[src/rtl/spiShiftPkg.sv]
package spiShiftPkg;
  localparam int FRAME_BITS = 8;
  localparam int FRAME_EDGES = 2 * FRAME_BITS;
  localparam int EDGE_W = $clog2(FRAME_EDGES);

  // Strobes from control to datapath, valid for one clock each
  typedef struct packed {
    logic load;       // transfer accepted this cycle
    logic loadDrive;  // phase 0: put first bit out with the load
    logic drive;      // present the next bit on the output line
    logic sample;     // capture the input line
    logic finish;     // last edge of the frame
    logic lsbFirst;   // bit order in force for this transfer
  } shiftStrobeT;
endpackage

[src/rtl/spiShiftCtrl.sv]
module spiShiftCtrl
  import spiShiftPkg::*;
#(
  parameter int DIV_W = 8
) (
  input  logic             clk,
  input  logic             rstN,
  input  logic             cfgCpol,
  input  logic             cfgCpha,
  input  logic             cfgLsbFirst,
  input  logic [DIV_W-1:0] cfgDiv,
  input  logic             txStart,
  output logic             busy,
  output logic             done,
  output logic             sclk,
  output shiftStrobeT      strobes
);
  localparam logic [EDGE_W-1:0] LAST_EDGE = EDGE_W'(FRAME_EDGES - 1);

  logic             busyR, doneR, sclkR;
  logic [DIV_W-1:0] divCnt, divLat;
  logic             cpolLat, cphaLat, lsbLat;
  logic [EDGE_W-1:0] edgeIdx;

  logic startNow, tick, trailing, sampleNow, driveNow, lastEdge;

  always_comb begin
    startNow  = txStart && !busyR;
    tick      = busyR && (divCnt == divLat);
    trailing  = edgeIdx[0];
    sampleNow = tick && (cphaLat ? trailing : !trailing);
    driveNow  = tick && (cphaLat ? !trailing : (trailing && edgeIdx != LAST_EDGE));
    lastEdge  = tick && (edgeIdx == LAST_EDGE);
  end

  always_ff @(posedge clk or negedge rstN) begin
    if (!rstN) begin
      busyR   <= 1'b0;
      doneR   <= 1'b0;
      sclkR   <= 1'b0;
      divCnt  <= '0;
      divLat  <= '0;
      cpolLat <= 1'b0;
      cphaLat <= 1'b0;
      lsbLat  <= 1'b0;
      edgeIdx <= '0;
    end else begin
      doneR <= lastEdge;
      if (startNow) begin
        busyR   <= 1'b1;
        divCnt  <= '0;
        edgeIdx <= '0;
        divLat  <= cfgDiv;
        cpolLat <= cfgCpol;
        cphaLat <= cfgCpha;
        lsbLat  <= cfgLsbFirst;
        sclkR   <= cfgCpol;
      end else if (busyR) begin
        if (tick) begin
          divCnt  <= '0;
          sclkR   <= !sclkR;
          edgeIdx <= edgeIdx + 1'b1;
          if (lastEdge) busyR <= 1'b0;
        end else begin
          divCnt <= divCnt + 1'b1;
        end
      end else begin
        sclkR <= cfgCpol;
      end
    end
  end

  always_comb begin
    strobes.load      = startNow;
    strobes.loadDrive = startNow && !cfgCpha;
    strobes.drive     = driveNow;
    strobes.sample    = sampleNow;
    strobes.finish    = lastEdge;
    strobes.lsbFirst  = busyR ? lsbLat : cfgLsbFirst;
  end

  assign busy = busyR;
  assign done = doneR;
  assign sclk = sclkR;

  AST_IDLE_CLOCK: assert property (@(posedge clk) disable iff (!rstN)
    !busyR |=> (sclkR == $past(cfgCpol)));
  AST_HALF_PERIOD: assert property (@(posedge clk) disable iff (!rstN)
    (busyR && divCnt != divLat) |=> $stable(sclkR));
  AST_DONE_PULSE: assert property (@(posedge clk) disable iff (!rstN)
    doneR |=> !doneR);
  AST_DONE_ENDS_BUSY: assert property (@(posedge clk) disable iff (!rstN)
    $fell(busyR) |-> doneR);
  AST_START_IGNORED: assert property (@(posedge clk) disable iff (!rstN)
    (busyR && txStart && !lastEdge) |=> (busyR && $stable(divLat)));
  AST_FRAME_RETURNS: assert property (@(posedge clk) disable iff (!rstN)
    lastEdge |=> (sclkR == cpolLat));
endmodule

[src/rtl/spiShiftPath.sv]
module spiShiftPath
  import spiShiftPkg::*;
(
  input  logic                  clk,
  input  logic                  rstN,
  input  shiftStrobeT           strobes,
  input  logic [FRAME_BITS-1:0] txByte,
  input  logic                  miso,
  output logic                  mosi,
  output logic [FRAME_BITS-1:0] rxByte
);
  localparam int MSB = FRAME_BITS - 1;

  logic [MSB:0] txShift, rxShift, rxByteR;
  logic         mosiR;

  function automatic logic headOf(input logic [MSB:0] v, input logic lsb);
    return lsb ? v[0] : v[MSB];
  endfunction

  function automatic logic [MSB:0] advance(input logic [MSB:0] v, input logic lsb);
    return lsb ? (v >> 1) : (v << 1);
  endfunction

  logic [MSB:0] rxNext;
  always_comb begin
    rxNext = strobes.lsbFirst ? {miso, rxShift[MSB:1]} : {rxShift[MSB-1:0], miso};
  end

  always_ff @(posedge clk or negedge rstN) begin
    if (!rstN) begin
      txShift <= '0;
      mosiR   <= 1'b0;
    end else if (strobes.load) begin
      if (strobes.loadDrive) begin
        mosiR   <= headOf(txByte, strobes.lsbFirst);
        txShift <= advance(txByte, strobes.lsbFirst);
      end else begin
        txShift <= txByte;
      end
    end else if (strobes.drive) begin
      mosiR   <= headOf(txShift, strobes.lsbFirst);
      txShift <= advance(txShift, strobes.lsbFirst);
    end
  end

  always_ff @(posedge clk or negedge rstN) begin
    if (!rstN) begin
      rxShift <= '0;
      rxByteR <= '0;
    end else begin
      if (strobes.load)        rxShift <= '0;
      else if (strobes.sample) rxShift <= rxNext;
      if (strobes.finish)      rxByteR <= strobes.sample ? rxNext : rxShift;
    end
  end

  assign mosi   = mosiR;
  assign rxByte = rxByteR;

  AST_MOSI_HOLD: assert property (@(posedge clk) disable iff (!rstN)
    !(strobes.loadDrive || strobes.drive) |=> $stable(mosiR));
  AST_RX_HELD: assert property (@(posedge clk) disable iff (!rstN)
    !strobes.finish |=> $stable(rxByteR));
  AST_NO_DRIVE_ON_SAMPLE: assert property (@(posedge clk) disable iff (!rstN)
    !(strobes.drive && strobes.sample));
endmodule

[src/rtl/spiByteShifter.sv]
module spiByteShifter
  import spiShiftPkg::*;
#(
  parameter int DIV_W = 8
) (
  input  logic             clk,
  input  logic             rstN,
  input  logic             cfgCpol,
  input  logic             cfgCpha,
  input  logic             cfgLsbFirst,
  input  logic [DIV_W-1:0] cfgDiv,
  input  logic             txStart,
  input  logic [7:0]       txByte,
  input  logic             miso,
  output logic             busy,
  output logic             done,
  output logic             sclk,
  output logic             mosi,
  output logic [7:0]       rxByte
);
  shiftStrobeT strobes;

  spiShiftCtrl #(.DIV_W(DIV_W)) u_ctrl (
    .clk(clk), .rstN(rstN),
    .cfgCpol(cfgCpol), .cfgCpha(cfgCpha), .cfgLsbFirst(cfgLsbFirst),
    .cfgDiv(cfgDiv), .txStart(txStart),
    .busy(busy), .done(done), .sclk(sclk), .strobes(strobes)
  );

  spiShiftPath u_path (
    .clk(clk), .rstN(rstN), .strobes(strobes),
    .txByte(txByte), .miso(miso), .mosi(mosi), .rxByte(rxByte)
  );
endmodule

[config.mk]
export PLATFORM = sky130hd
export DESIGN_NAME = spiByteShifter
export DESIGN_NICKNAME = d
export VERILOG_FILES = /design/src/rtl/spiShiftPkg.sv /design/src/rtl/spiShiftCtrl.sv /design/src/rtl/spiShiftPath.sv /design/src/rtl/spiByteShifter.sv
export SDC_FILE = /design/constraint.sdc
export NUM_CORES = 1
export LEC_CHECK = 0
export ABC_CLOCK_PERIOD_IN_PS = 3700
export CORE_MARGIN = 10
export CORE_UTILIZATION = 45
export DETAILED_ROUTE_END_ITERATION = 8
export DONT_BUFFER_PORTS = 1
export GPL_ROUTABILITY_DRIVEN = 0
export PLACE_DENSITY = 0.7
export SYNTH_ARGS = -nofsm -noshare
export SYNTH_HDL_FRONTEND = slang
export SYNTH_SLANG_ARGS = --single-unit
[constraint.sdc]
create_clock -name clk -period 3.7 [get_ports clk]
set_input_delay 0.555 -clock clk [delete_from_list [all_inputs] [get_ports clk]]
set_output_delay 0.555 -clock clk [all_outputs]
set_load 0.02 [all_outputs]
==> impl_metrics.prom, run 1 <==
# TYPE chip_impl_metric gauge
chip_impl_metric{name="final_util",unit="%"} 49.16
chip_impl_metric{name="min_period",unit="ps"} 2493
chip_impl_info{name="cts_tree",value="done"} 1
chip_impl_metric{name="synthAdderAreaFrac",unit="%"} 0.8414
chip_impl_metric{name="routedWlPerCell",unit="um"} 17.25
chip_impl_metric{name="buffer_ports.inserted",unit=""} 0
chip_impl_metric{name="power_leakage",unit="nW"} 1.338
chip_impl_metric{name="initial_utilization",unit="%"} 46.57
chip_impl_metric{name="totalWireLength",unit="um"} 6157
chip_impl_metric{name="post_synth_num_cell_types",unit=""} 49
chip_impl_metric{name="ctsLongestPathBuffers",unit=""} 2
chip_impl_metric{name="cts_hold_buf",unit=""} 1
chip_impl_metric{name="design_area",unit="um2"} 3139
chip_impl_metric{name="ys_seq_area_share",unit="%"} 42.07
chip_impl_info{name="critical_path.reg2reg.startpoint",value="u_ctrl.busy"} 1
chip_impl_metric{name="dp_slack",unit="ps"} 1194
chip_impl_metric{name="yosys.area_share.simple",unit="%"} 19.44
chip_impl_metric{name="synth_compound_area_share",unit="%"} 15.82
chip_impl_metric{name="fp.dieArea",unit="um2"} 10260
chip_impl_info{name="crit_type",value="flop to flop"} 1
chip_impl_metric{name="cp.arrival",unit="ps"} 2680
chip_impl_metric{name="viasPerCell",unit=""} 5.739
chip_impl_metric{name="register_bit_count_reported_by_yosys",unit=""} 50
chip_impl_metric{name="whs",unit="ps"} 87.43
chip_impl_metric{name="r2r_setup_slack",unit="ps"} 1210
chip_impl_metric{name="yosysWarnings",unit=""} 0
chip_impl_metric{name="postSynthAreaPerCell",unit="um2"} 10.51
chip_impl_metric{name="cts_post_setup_buffers_inserted",unit=""} 0
chip_impl_info{name="dominant_combinational_cell_family_by_area_after_synthesis",value="simple AND/OR/NAND/NOR gates"} 1
chip_impl_metric{name="synthesis.instances",unit=""} 283
chip_impl_metric{name="post_layout_nonfiller_instances",unit=""} 357
chip_impl_metric{name="dp_cells",unit=""} 348
chip_impl_metric{name="detailroute.via_count",unit=""} 2049
chip_impl_metric{name="setup_viol",unit=""} 0
chip_impl_metric{name="synthMuxAreaShare",unit="%"} 14.77
chip_impl_metric{name="timing.critical_path.required",unit="ps"} 3890
chip_impl_metric{name="chipHeight",unit="um"} 101.3
chip_impl_info{name="timing.rr.end",value="u_path.rxByte[1]"} 1
chip_impl_metric{name="dr.pass1.iters",unit=""} 4
chip_impl_metric{name="tritoncts.num_buffers",unit=""} 5
chip_impl_metric{name="hold_viol",unit=""} 0
chip_impl_info{name="crit_path_start_kind",value="flop"} 1
chip_impl_metric{name="finalMaxSlewViolations",unit=""} 0
chip_impl_metric{name="post-route-drc-count",unit=""} 0
chip_impl_metric{name="post_cts.resized_instances",unit=""} 0
chip_impl_metric{name="delay_contributed_by_the_slowest_stage_of_the_critical_path",unit="ps"} 900
chip_impl_metric{name="first_global_vias",unit=""} 2073
chip_impl_metric{name="io_pins",unit=""} 35
chip_impl_metric{name="depth_of_the_worst_register_to_register_path",unit=""} 5
chip_impl_metric{name="final_layout_size_suffix_gt1_share",unit="%"} 19.29
chip_impl_metric{name="power_density",unit="nW/um2"} 630.8
chip_impl_info{name="worst_path_max_delay_cell",value="dfrtp_1"} 1
chip_impl_metric{name="grt_start_max_net_pins",unit=""} 51
chip_impl_metric{name="syn-num-nets",unit=""} 308
chip_impl_metric{name="drv.max_cap_violation_count",unit=""} 0
chip_impl_info{name="hold_path_class",value="input pin to async pin"} 1
chip_impl_metric{name="timing.critical_path.fanout_max",unit=""} 21
chip_impl_metric{name="layout_setup_ws",unit="ps"} 1207
chip_impl_metric{name="slew_headroom",unit="%"} 41.53
chip_impl_metric{name="total_power",unit="mW"} 1.980
chip_impl_metric{name="grt_pass1_wl",unit="um"} 10470
chip_impl_metric{name="clkTransAtPathRegs",unit="ps"} 100
chip_impl_info{name="setup.worst_path.start",value="u_ctrl.busy"} 1
chip_impl_info{name="kind_of_end_point_of_the_critical_path",value="flop"} 1
chip_impl_metric{name="final_net_count",unit=""} 304
chip_impl_metric{name="placeableCoreArea",unit="um2"} 6386
chip_impl_metric{name="gr-total-overflow",unit=""} 0
chip_impl_metric{name="cts_htree_levels",unit=""} 2
chip_impl_metric{name="placedInstanceArea",unit="um2"} 2998
chip_impl_metric{name="worstSkewPairLatency",unit="ps"} 300
chip_impl_info{name="rsz_0062_raised_after_global_routing",value="false"} 1
chip_impl_metric{name="post_synth_instance_area",unit="um2"} 2974
chip_impl_info{name="ys_top_cells_by_area",value="dfrtp_1, nand2_1, mux2_2"} 1
chip_impl_metric{name="antenna_cells",unit=""} 0
chip_impl_info{name="yosys.area.top_type",value="dfrtp_1"} 1
chip_impl_metric{name="irDropWorstVdd",unit="mV"} 0.2710
chip_impl_metric{name="max_clock_freq",unit="GHz"} 0.4011
chip_impl_info{name="critical_path.endpoint",value="u_path.rxByte[1]"} 1
chip_impl_metric{name="flow.area_growth_from_synthesis",unit="%"} 5.553
chip_impl_metric{name="tritoncts_num_sinks",unit=""} 50
chip_impl_metric{name="antenna_found_initial",unit=""} 0
chip_impl_info{name="buffer_type_at_the_clock_tree_root",value="clkbuf_8"} 1
chip_impl_metric{name="die_w",unit="um"} 101.3
chip_impl_info{name="run_status",value="complete, no violations"} 1
chip_impl_metric{name="worst_pin_slew",unit="ps"} 877.0
chip_impl_metric{name="dp_hpwl",unit="um"} 4427
chip_impl_metric{name="floorplan.rows",unit=""} 29
chip_impl_metric{name="synth_xor_xnor_area_share",unit="%"} 3.744
chip_impl_metric{name="ant_nets",unit=""} 0
chip_impl_info{name="path_cells",value="mux2i_4, buf_4, nor2b_1, a2111oi_2, o31ai_1"} 1
chip_impl_metric{name="detail_route.iter0.violations",unit=""} 81
chip_impl_metric{name="grt_usage",unit="%"} 12.38
chip_impl_metric{name="setup_tns",unit="ps"} 0
chip_impl_metric{name="yosysTopAreaCellShare",unit="%"} 42.07
chip_impl_metric{name="final_min_period_over_clock_period",unit="%"} 67.37
chip_impl_metric{name="final.setup_skew",unit="ps"} 8.158
==> sequential cells by signal, summed over array words and instances (netlist names) <==
register        cells
u_ctrl.divCnt       8
u_ctrl.divLat       8
u_path.rxByte       8
u_path.rxShift      8
u_path.txShift      8
u_ctrl.edgeIdx      4
u_ctrl.busy         1
u_ctrl.cphaLat      1
u_ctrl.done         1
u_ctrl.lsbLat       1
u_ctrl.sclk         1
u_path.mosi         1
==> power breakdown <==
| part | total [mW] | internal [mW] | switching (mW) |
|---|---|---|---|
| clock | 0.389 | 0.201 | 0.188 |
| combinational | 0.687 | 0.357 | 0.330 |
| sequential | 0.904 | 0.702 | 0.202 |
| total | 1.98 | 1.26 | 0.720 |
==> critical path, delay by kind of cell, from the launching register on <==
family | cells | cell delay [ps]
and+or+nand+nor | 1 | 90
AOI/OAI and AO/OA | 2 | 550
DFF | 1 | 900
muxes | 1 | 520
buffers and inverters | 1 | 320
==> worst min-delay path by stage <==
stage,start,end,slack (ps),depth (start not counted)
floorplan,rstN,u_ctrl.busy,260,0
global placement,rstN,u_path.rxByte[4],260,0
detailed placement,rstN,u_path.rxShift[3],260,0
CTS,rstN,u_path.rxShift[3],90,1
global route,rstN,u_path.rxByte[5],90,1
finish,rstN,u_path.rxByte[5],90,1
==> area by class of cell <==
cell class / count / area, um2
sequential: 50 / 1251
clock inverter: 3 / 45.04
timing repair buffer: 3 / 42.54
multi-input combinational: 216 / 1624
fill: 577 / 3247
clock buffer: 5 / 68.82
inverter: 3 / 11.26
tap: 77 / 96.34
==> cells in the mapped netlist, drive strengths merged <==
master and n:
dfrtp 50, nand2 46, mux2 27, a21oi 14, nor2b 14, buf 11
nor3 11, o21ai 11, nor2 10, a2111oi 8, o31ai 8, a22oi 7
mux2i 7, nand2b 7, nand3 7, xor2 7, and2 4, xnor2 4
clkbuf 3, inv 3, a31o 2, and3 2, ha 2, nor4 2
o2111ai 2, or2 2, a211oi 1, a22o 1, a32o 1, mux4 1
nand3b 1, nand4 1, nand4b 1, nor3b 1, o2111a 1, o221ai 1
o22ai 1, or3 1
==> per-layer routing <==
layer | wire (um) | up-vias | GRT usage [%] | share of wire, %
met5 | 0 | - | 0 | 0
met3 | 485 | 10 | 3.880 | 7.9
met4 | 103 | 0 | 4.287 | 1.7
li1 | - | 1008 | - | -
met1 | 2823 | 985 | 16.22 | 46
met2 | 2744 | 46 | 18.85 | 45
==> layout by cell type, fill, tap and decap left out, types with 4 or more instances in the layout <==
master	instances
dfrtp_1	50
nand2_1	45
nor2b_1	13
a21oi_1	13
mux2_2	12
nor3_1	11
o21ai_0	11
nor2_1	10
a2111oi_2	8
mux2_4	8
o31ai_1	8
nand2b_1	7
mux2_1	7
a22oi_1	7
nand3_1	7
mux2i_1	6
xor2_1	5
clkbuf_8	5
and2_1	4
xnor2_1	4
==> logic make-up (layout without fill, tap and decap cells) <==
logic type               count (synthesis)  after routing
AND/OR/NAND/NOR                        110            110
multiplexers                            35             35
buffers and inverters                   17             14
AO/OA/AOI/OAI                           58             58
XOR/XNOR                                11             11
adder cells (fa/ha/maj)                  2              2
flip-flops                              50             50
(Power assumes the default switching activity.)
==> inputs of run 2 (changes only) <==
Settings changed: ABC_CLOCK_PERIOD_IN_PS 3700 to 2100, PLACE_DENSITY 0.7 to 0.72.
Clock period 3.7 ns to 2.1 ns, I/O delays scaled along.
==> impl_metrics.prom, run 2 (synthesis gave the netlist of run 1 again) <==
# TYPE chip_impl_metric gauge
chip_impl_metric{name="fillCellCount",unit=""} 589
chip_impl_info{name="most-common-layout-cells",value="dfrtp_1, nand2_1, nor2b_1, a21oi_1"} 1
chip_impl_metric{name="whs",unit="ps"} 106.9
chip_impl_metric{name="irDropWorstVdd",unit="mV"} 0.4887
chip_impl_metric{name="cts_post_setup_buffers_inserted",unit=""} 0
chip_impl_metric{name="gr-total-overflow",unit=""} 0
chip_impl_metric{name="slew_headroom",unit="%"} 71.01
chip_impl_metric{name="total_power",unit="mW"} 3.407
chip_impl_metric{name="initial_utilization",unit="%"} 46.57
chip_impl_metric{name="routedLengthMet1",unit="um"} 2898
chip_impl_metric{name="placeableCoreArea",unit="um2"} 6386
chip_impl_metric{name="io_pins",unit=""} 35
chip_impl_metric{name="final_util",unit="%"} 50.20
chip_impl_metric{name="worstSkewPairLatency",unit="ps"} 310
chip_impl_metric{name="antenna_found_initial",unit=""} 0
chip_impl_metric{name="design_area",unit="um2"} 3206
chip_impl_metric{name="finalMaxSlewViolations",unit=""} 0
chip_impl_metric{name="final_net_count",unit=""} 315
chip_impl_info{name="hold_path_class",value="input pin to flop"} 1
chip_impl_metric{name="placedInstanceArea",unit="um2"} 3073
chip_impl_info{name="kind_of_end_point_of_the_critical_path",value="flop"} 1
chip_impl_metric{name="hold_viol",unit=""} 0
chip_impl_metric{name="fp.dieArea",unit="um2"} 10260
chip_impl_metric{name="routedWlPerCell",unit="um"} 16.74
chip_impl_info{name="rsz_0062_raised_after_global_routing",value="false"} 1
chip_impl_metric{name="ctsLongestPathBuffers",unit=""} 2
chip_impl_metric{name="clkTransAtPathRegs",unit="ps"} 100
chip_impl_metric{name="post-route-drc-count",unit=""} 0
chip_impl_metric{name="routed_met3_length",unit="um"} 341
chip_impl_metric{name="cts_htree_levels",unit=""} 2
chip_impl_metric{name="totalWireLength",unit="um"} 6161
chip_impl_info{name="crit_path_start_kind",value="flop"} 1
chip_impl_metric{name="grt_start_max_net_pins",unit=""} 51
chip_impl_info{name="crit_type",value="flop to flop"} 1
chip_impl_metric{name="tritoncts.num_buffers",unit=""} 5
chip_impl_metric{name="power_leakage",unit="nW"} 1.382
chip_impl_metric{name="power_density",unit="nW/um2"} 1063
chip_impl_metric{name="dr.pass1.iters",unit=""} 4
chip_impl_metric{name="buffer_ports.inserted",unit=""} 0
chip_impl_info{name="run_status",value="complete, no violations"} 1
chip_impl_metric{name="max_clock_freq",unit="GHz"} 0.5172
chip_impl_metric{name="final_layout_size_suffix_gt1_share",unit="%"} 22.34
chip_impl_metric{name="min_period",unit="ps"} 1933
chip_impl_metric{name="drv.max_cap_violation_count",unit=""} 0
chip_impl_metric{name="detail_route.iter0.violations",unit=""} 103
chip_impl_metric{name="chipHeight",unit="um"} 101.3
chip_impl_metric{name="setup_tns",unit="ps"} 0
chip_impl_info{name="buffer_type_at_the_clock_tree_root",value="clkbuf_8"} 1
chip_impl_metric{name="grt_usage",unit="%"} 12.85
chip_impl_metric{name="ant_nets",unit=""} 0
chip_impl_metric{name="met2WireLength",unit="um"} 2854
chip_impl_metric{name="dp_hpwl",unit="um"} 4412
chip_impl_metric{name="final_min_period_over_clock_period",unit="%"} 92.07
chip_impl_metric{name="cp.arrival",unit="ps"} 2140
chip_impl_metric{name="timing.critical_path.required",unit="ps"} 2300
chip_impl_info{name="top_layer",value="met4"} 1
chip_impl_metric{name="grt_pass1_wl",unit="um"} 10890
chip_impl_metric{name="die_w",unit="um"} 101.3
chip_impl_metric{name="antenna_cells",unit=""} 0
chip_impl_metric{name="flow.area_growth_from_synthesis",unit="%"} 7.783
chip_impl_info{name="mostFrequentLayoutCell",value="dfrtp_1"} 1
chip_impl_info{name="cts_tree",value="done"} 1
chip_impl_metric{name="viasPerCell",unit=""} 5.728
chip_impl_metric{name="tritoncts_num_sinks",unit=""} 50
chip_impl_metric{name="detailroute.via_count",unit=""} 2108
chip_impl_metric{name="setup_viol",unit=""} 0
chip_impl_metric{name="timing.critical_path.fanout_max",unit=""} 20
chip_impl_metric{name="worst_pin_slew",unit="ps"} 433.8
chip_impl_metric{name="floorplan.rows",unit=""} 29
chip_impl_metric{name="final.setup_skew",unit="ps"} 10.02
chip_impl_metric{name="first_global_vias",unit=""} 2161
-- run 2: cell count changes in the layout (fill, tap and decap cells not counted) --
cell	delta
buf_4	+10
and2_1	-1
and2_2	+1
bufinv_16	-1
clkinv_4	+1
clkinvlp_4	-1
dlygate4sd3_1	+1
inv_6	+1
-- run 2: routing by layer --
metal / vias to the layer above / global-route usage (%)
li1: 1029 / -
met1: 1042 / 16.88
met2: 32 / 20.36
met3: 5 / 3.404
met4: 0 / 3.537
met5: - / 0
-- run 2: final timing paths --
| path | startpoint | slack [ps] | depth (start not counted) | endpoint |
|---|---|---|---|---|
| worst max-delay path | u_ctrl.busy | 170 | 5 | u_path.txShift[6] |
| worst min register to register | u_ctrl.divLat[6] | 510 | 2 | u_ctrl.divLat[6] |
| max in group asynchronous | rstN | 1380 | 2 | u_ctrl.sclk |
| min in group asynchronous | rstN | 500 | 2 | u_path.rxByte[4] |
| worst min-delay path | cfgDiv[6] | 110 | 2 | u_ctrl.divLat[6] |
| worst max register to register | u_ctrl.busy | 170 | 5 | u_path.txShift[6] |
-- run 2: what timing repair did --
action / in CTS / in global routing
hold buffers: 2 / 0
endpoints found under the hold margin: 50 / 0
resized for setup: 0 / 1
endpoints found under the setup margin: 0 / 1
-- run 2: per-stage QoR --
stage               instances  setup slack, ps
floorplan                 283            157.4
global placement          358            190.3
detailed placement        358            191.1
CTS                       368            156.8
global route              368            15.87
finish                    368            166.5
-- run 2: area by class of cell --
cell class | instances | area (um2) | share of cell area (%)
clock inverters | 3 | 25.02 | 0.7806
repair buffers | 14 | 127.6 | 3.981
inverters | 3 | 11.26 | 0.3513
multi-input cells | 216 | 1625 | 50.70
well taps | 77 | 96.34 | 3.005
flip-flops and latches | 50 | 1251 | 39.03
clock buffers | 5 | 68.82 | 2.147
-- run 2: power breakdown --
part / internal (mW) / switching (mW) / total [mW] / leakage, nW
Sequential: 1.24 / 0.325 / 1.56 / 0.603
Combinational: 0.655 / 0.601 / 1.26 / 0.734
Clock: 0.241 / 0.347 / 0.588 / 0.0447
-- run 2: worst max-delay path: stages (launching register included) --
cell and delay (ps):
dfrtp_1 430, buf_4 210, o2111a_2 230, and2_1 220
a21oi_4 380, mux2_4 340
==> inputs of run 3 (changes only) <==
Settings changed: RECOVER_POWER from default to 25.
==> impl_metrics.prom, run 3 (synthesis gave the netlist of run 1 again) <==
# TYPE chip_impl_metric gauge
chip_impl_metric{name="placeableCoreArea",unit="um2"} 6386
chip_impl_metric{name="antenna_cells",unit=""} 0
chip_impl_metric{name="buffer_ports.inserted",unit=""} 0
chip_impl_info{name="critical_path.reg2reg.startpoint",value="u_ctrl.busy"} 1
chip_impl_metric{name="timing.critical_path.required",unit="ps"} 2300
chip_impl_metric{name="final_net_count",unit=""} 315
chip_impl_metric{name="ant_nets",unit=""} 0
chip_impl_metric{name="chipHeight",unit="um"} 101.3
chip_impl_metric{name="gr-total-overflow",unit=""} 0
chip_impl_metric{name="total_switching_power",unit="mW"} 1.267
chip_impl_info{name="run_status",value="complete, no violations"} 1
chip_impl_metric{name="max_clock_freq",unit="GHz"} 0.5171
chip_impl_info{name="buffer_type_at_the_clock_tree_root",value="clkbuf_8"} 1
chip_impl_metric{name="placedInstanceArea",unit="um2"} 3073
chip_impl_metric{name="final_min_period_over_clock_period",unit="%"} 92.09
chip_impl_metric{name="ctsLongestPathBuffers",unit=""} 2
chip_impl_metric{name="fp.dieArea",unit="um2"} 10260
chip_impl_metric{name="detailroute.via_count",unit=""} 2109
chip_impl_metric{name="slew_headroom",unit="%"} 19.07
chip_impl_info{name="crit_type",value="flop to flop"} 1
chip_impl_metric{name="layout_setup_ws",unit="ps"} 166.1
chip_impl_info{name="holdCritStartpoint",value="cfgDiv[6]"} 1
chip_impl_metric{name="setup_viol",unit=""} 0
chip_impl_info{name="rsz_0062_raised_after_global_routing",value="false"} 1
chip_impl_metric{name="multi_input_area",unit="um2"} 1625
chip_impl_info{name="crit_path_start_kind",value="flop"} 1
chip_impl_metric{name="hold_viol",unit=""} 0
chip_impl_metric{name="setup_tns",unit="ps"} 0
chip_impl_info{name="hold_path_class",value="input pin to flop"} 1
chip_impl_metric{name="worstSkewPairLatency",unit="ps"} 310
chip_impl_metric{name="dp_slack",unit="ps"} 191.1
chip_impl_metric{name="cts_htree_levels",unit=""} 2
chip_impl_metric{name="tritoncts_num_sinks",unit=""} 50
chip_impl_metric{name="timing.critical_path.fanout_max",unit=""} 20
chip_impl_metric{name="switching_share",unit="%"} 37.30
chip_impl_metric{name="clkTransAtPathRegs",unit="ps"} 100
chip_impl_metric{name="worst_pin_slew",unit="ps"} 1214
chip_impl_metric{name="die_w",unit="um"} 101.3
chip_impl_metric{name="first_global_vias",unit=""} 2161
chip_impl_metric{name="antenna_found_initial",unit=""} 0
chip_impl_metric{name="fillCellCount",unit=""} 592
chip_impl_metric{name="final_util",unit="%"} 49.84
chip_impl_info{name="kind_of_end_point_of_the_critical_path",value="flop"} 1
chip_impl_metric{name="grt_usage",unit="%"} 12.85
chip_impl_metric{name="cp.arrival",unit="ps"} 2130
chip_impl_metric{name="min_period",unit="ps"} 1934
chip_impl_metric{name="power.share.sequential",unit="%"} 46.0
chip_impl_metric{name="power.clock.fraction",unit="%"} 17.2
chip_impl_metric{name="power_leakage",unit="nW"} 1.373
chip_impl_metric{name="internal_power",unit="mW"} 2.130
chip_impl_info{name="mostFrequentLayoutCell",value="dfrtp_1"} 1
chip_impl_metric{name="irDropWorstVdd",unit="mV"} 0.4886
chip_impl_metric{name="post-route-drc-count",unit=""} 0
chip_impl_metric{name="drv.max_cap_violation_count",unit=""} 0
chip_impl_info{name="timing.rr.end",value="u_path.txShift[6]"} 1
chip_impl_metric{name="r2r_setup_slack",unit="ps"} 170
chip_impl_metric{name="depth_of_the_worst_register_to_register_path",unit=""} 5
chip_impl_metric{name="dr.pass1.iters",unit=""} 4
chip_impl_metric{name="viasPerCell",unit=""} 5.731
chip_impl_metric{name="routedWlPerCell",unit="um"} 16.75
chip_impl_metric{name="floorplan.rows",unit=""} 29
chip_impl_metric{name="total_power",unit="mW"} 3.397
chip_impl_metric{name="final-seq-area",unit="um2"} 1251
chip_impl_info{name="cts_tree",value="done"} 1
chip_impl_metric{name="finalMaxSlewViolations",unit=""} 0
chip_impl_metric{name="grt_pass1_wl",unit="um"} 10890
chip_impl_metric{name="pwr-share-comb",unit="%"} 36.8
chip_impl_metric{name="totalWireLength",unit="um"} 6164
chip_impl_metric{name="dp_hpwl",unit="um"} 4412
chip_impl_info{name="most-common-layout-cells",value="dfrtp_1, nand2_1, nor2b_1, a21oi_1"} 1
chip_impl_metric{name="initial_utilization",unit="%"} 46.57
chip_impl_metric{name="io_pins",unit=""} 35
chip_impl_metric{name="design_area",unit="um2"} 3183
chip_impl_metric{name="detail_route.iter0.violations",unit=""} 96
chip_impl_metric{name="final.setup_skew",unit="ps"} 10.55
chip_impl_metric{name="grt_start_max_net_pins",unit=""} 51
chip_impl_metric{name="final_layout_size_suffix_gt1_share",unit="%"} 22.34
chip_impl_metric{name="tritoncts.num_buffers",unit=""} 5
chip_impl_info{name="worst_hold_path.endpoint",value="u_ctrl.divLat[6]"} 1
chip_impl_metric{name="flow.area_growth_from_synthesis",unit="%"} 7.026
chip_impl_metric{name="hold_path_depth",unit=""} 2
chip_impl_metric{name="power_density",unit="nW/um2"} 1067
-- run 3: cell types whose count changed in the layout (fill, tap and decap cells not counted) --
cell | previous run | this run
buf_16 | 1 | 0
clkbuf_2 | 0 | 1
-- run 3: critical path: stages, from the launching register on --
cell and delay, ps:
dfrtp_1 430, buf_4 220, o2111a_2 230, and2_1 220, a21oi_4 380, mux2_4 340
-- run 3: worst max path at each step --
| stage | startpoint | to | slack [ps] |
|---|---|---|---|
| floorplan | u_ctrl.busy | u_path.mosi | 160 |
| global placement | u_ctrl.busy | u_path.txShift[6] | 190 |
| detailed placement | u_ctrl.busy | u_path.txShift[6] | 190 |
| CTS | u_ctrl.busy | u_path.txShift[6] | 160 |
| global route | u_ctrl.busy | u_path.rxByte[1] | 20 |
| finish | u_ctrl.busy | u_path.txShift[6] | 170 |
-- run 3: repair_timing --
action,4_1_cts,5_1_grt
hold endpoints to repair,50,0
hold buffers,2,0
setup buffers,0,0
endpoints found under the setup margin,0,1
resized for setup,0,1
-- run 3: per-stage QoR --
step | cells | hold WS (ps)
final | 368 | 111.6
after global placement | 358 | 21.03
after floorplan | 283 | 19.41
after global routing | 368 | 103.2
after detailed placement | 358 | 21.26
after CTS | 368 | 103.5
-- run 3: routing by layer --
layer  share of wire [%]  global-route usage (%)
met1                  46                   16.88
met2                  47                   20.36
met3                 5.8                   3.404
met4                 1.0                   3.537
met5                   0                       0
-- run 3: cell type report --
class / count / share of cell area [%]
Sequential cell: 50 / 39.31
Timing Repair Buffer: 14 / 3.302
Multi-Input combinational cell: 216 / 51.06
Inverter: 3 / 0.3538
Clock inverter: 3 / 0.7862
Tap cell: 77 / 3.027
Clock buffer: 5 / 2.162
-- run 3: power groups by stage --
stage | combinational (mW) | sequential, mW | clock (mW)
final | 1.25 | 1.56 | 0.583
after CTS | 1.27 | 1.56 | 0.603
after detailed placement | 1.23 | 1.58 | 0
after floorplan | 1.10 | 1.50 | 0
after global placement | 1.20 | 1.57 | 0
after global routing | 1.41 | 1.61 | 0.647
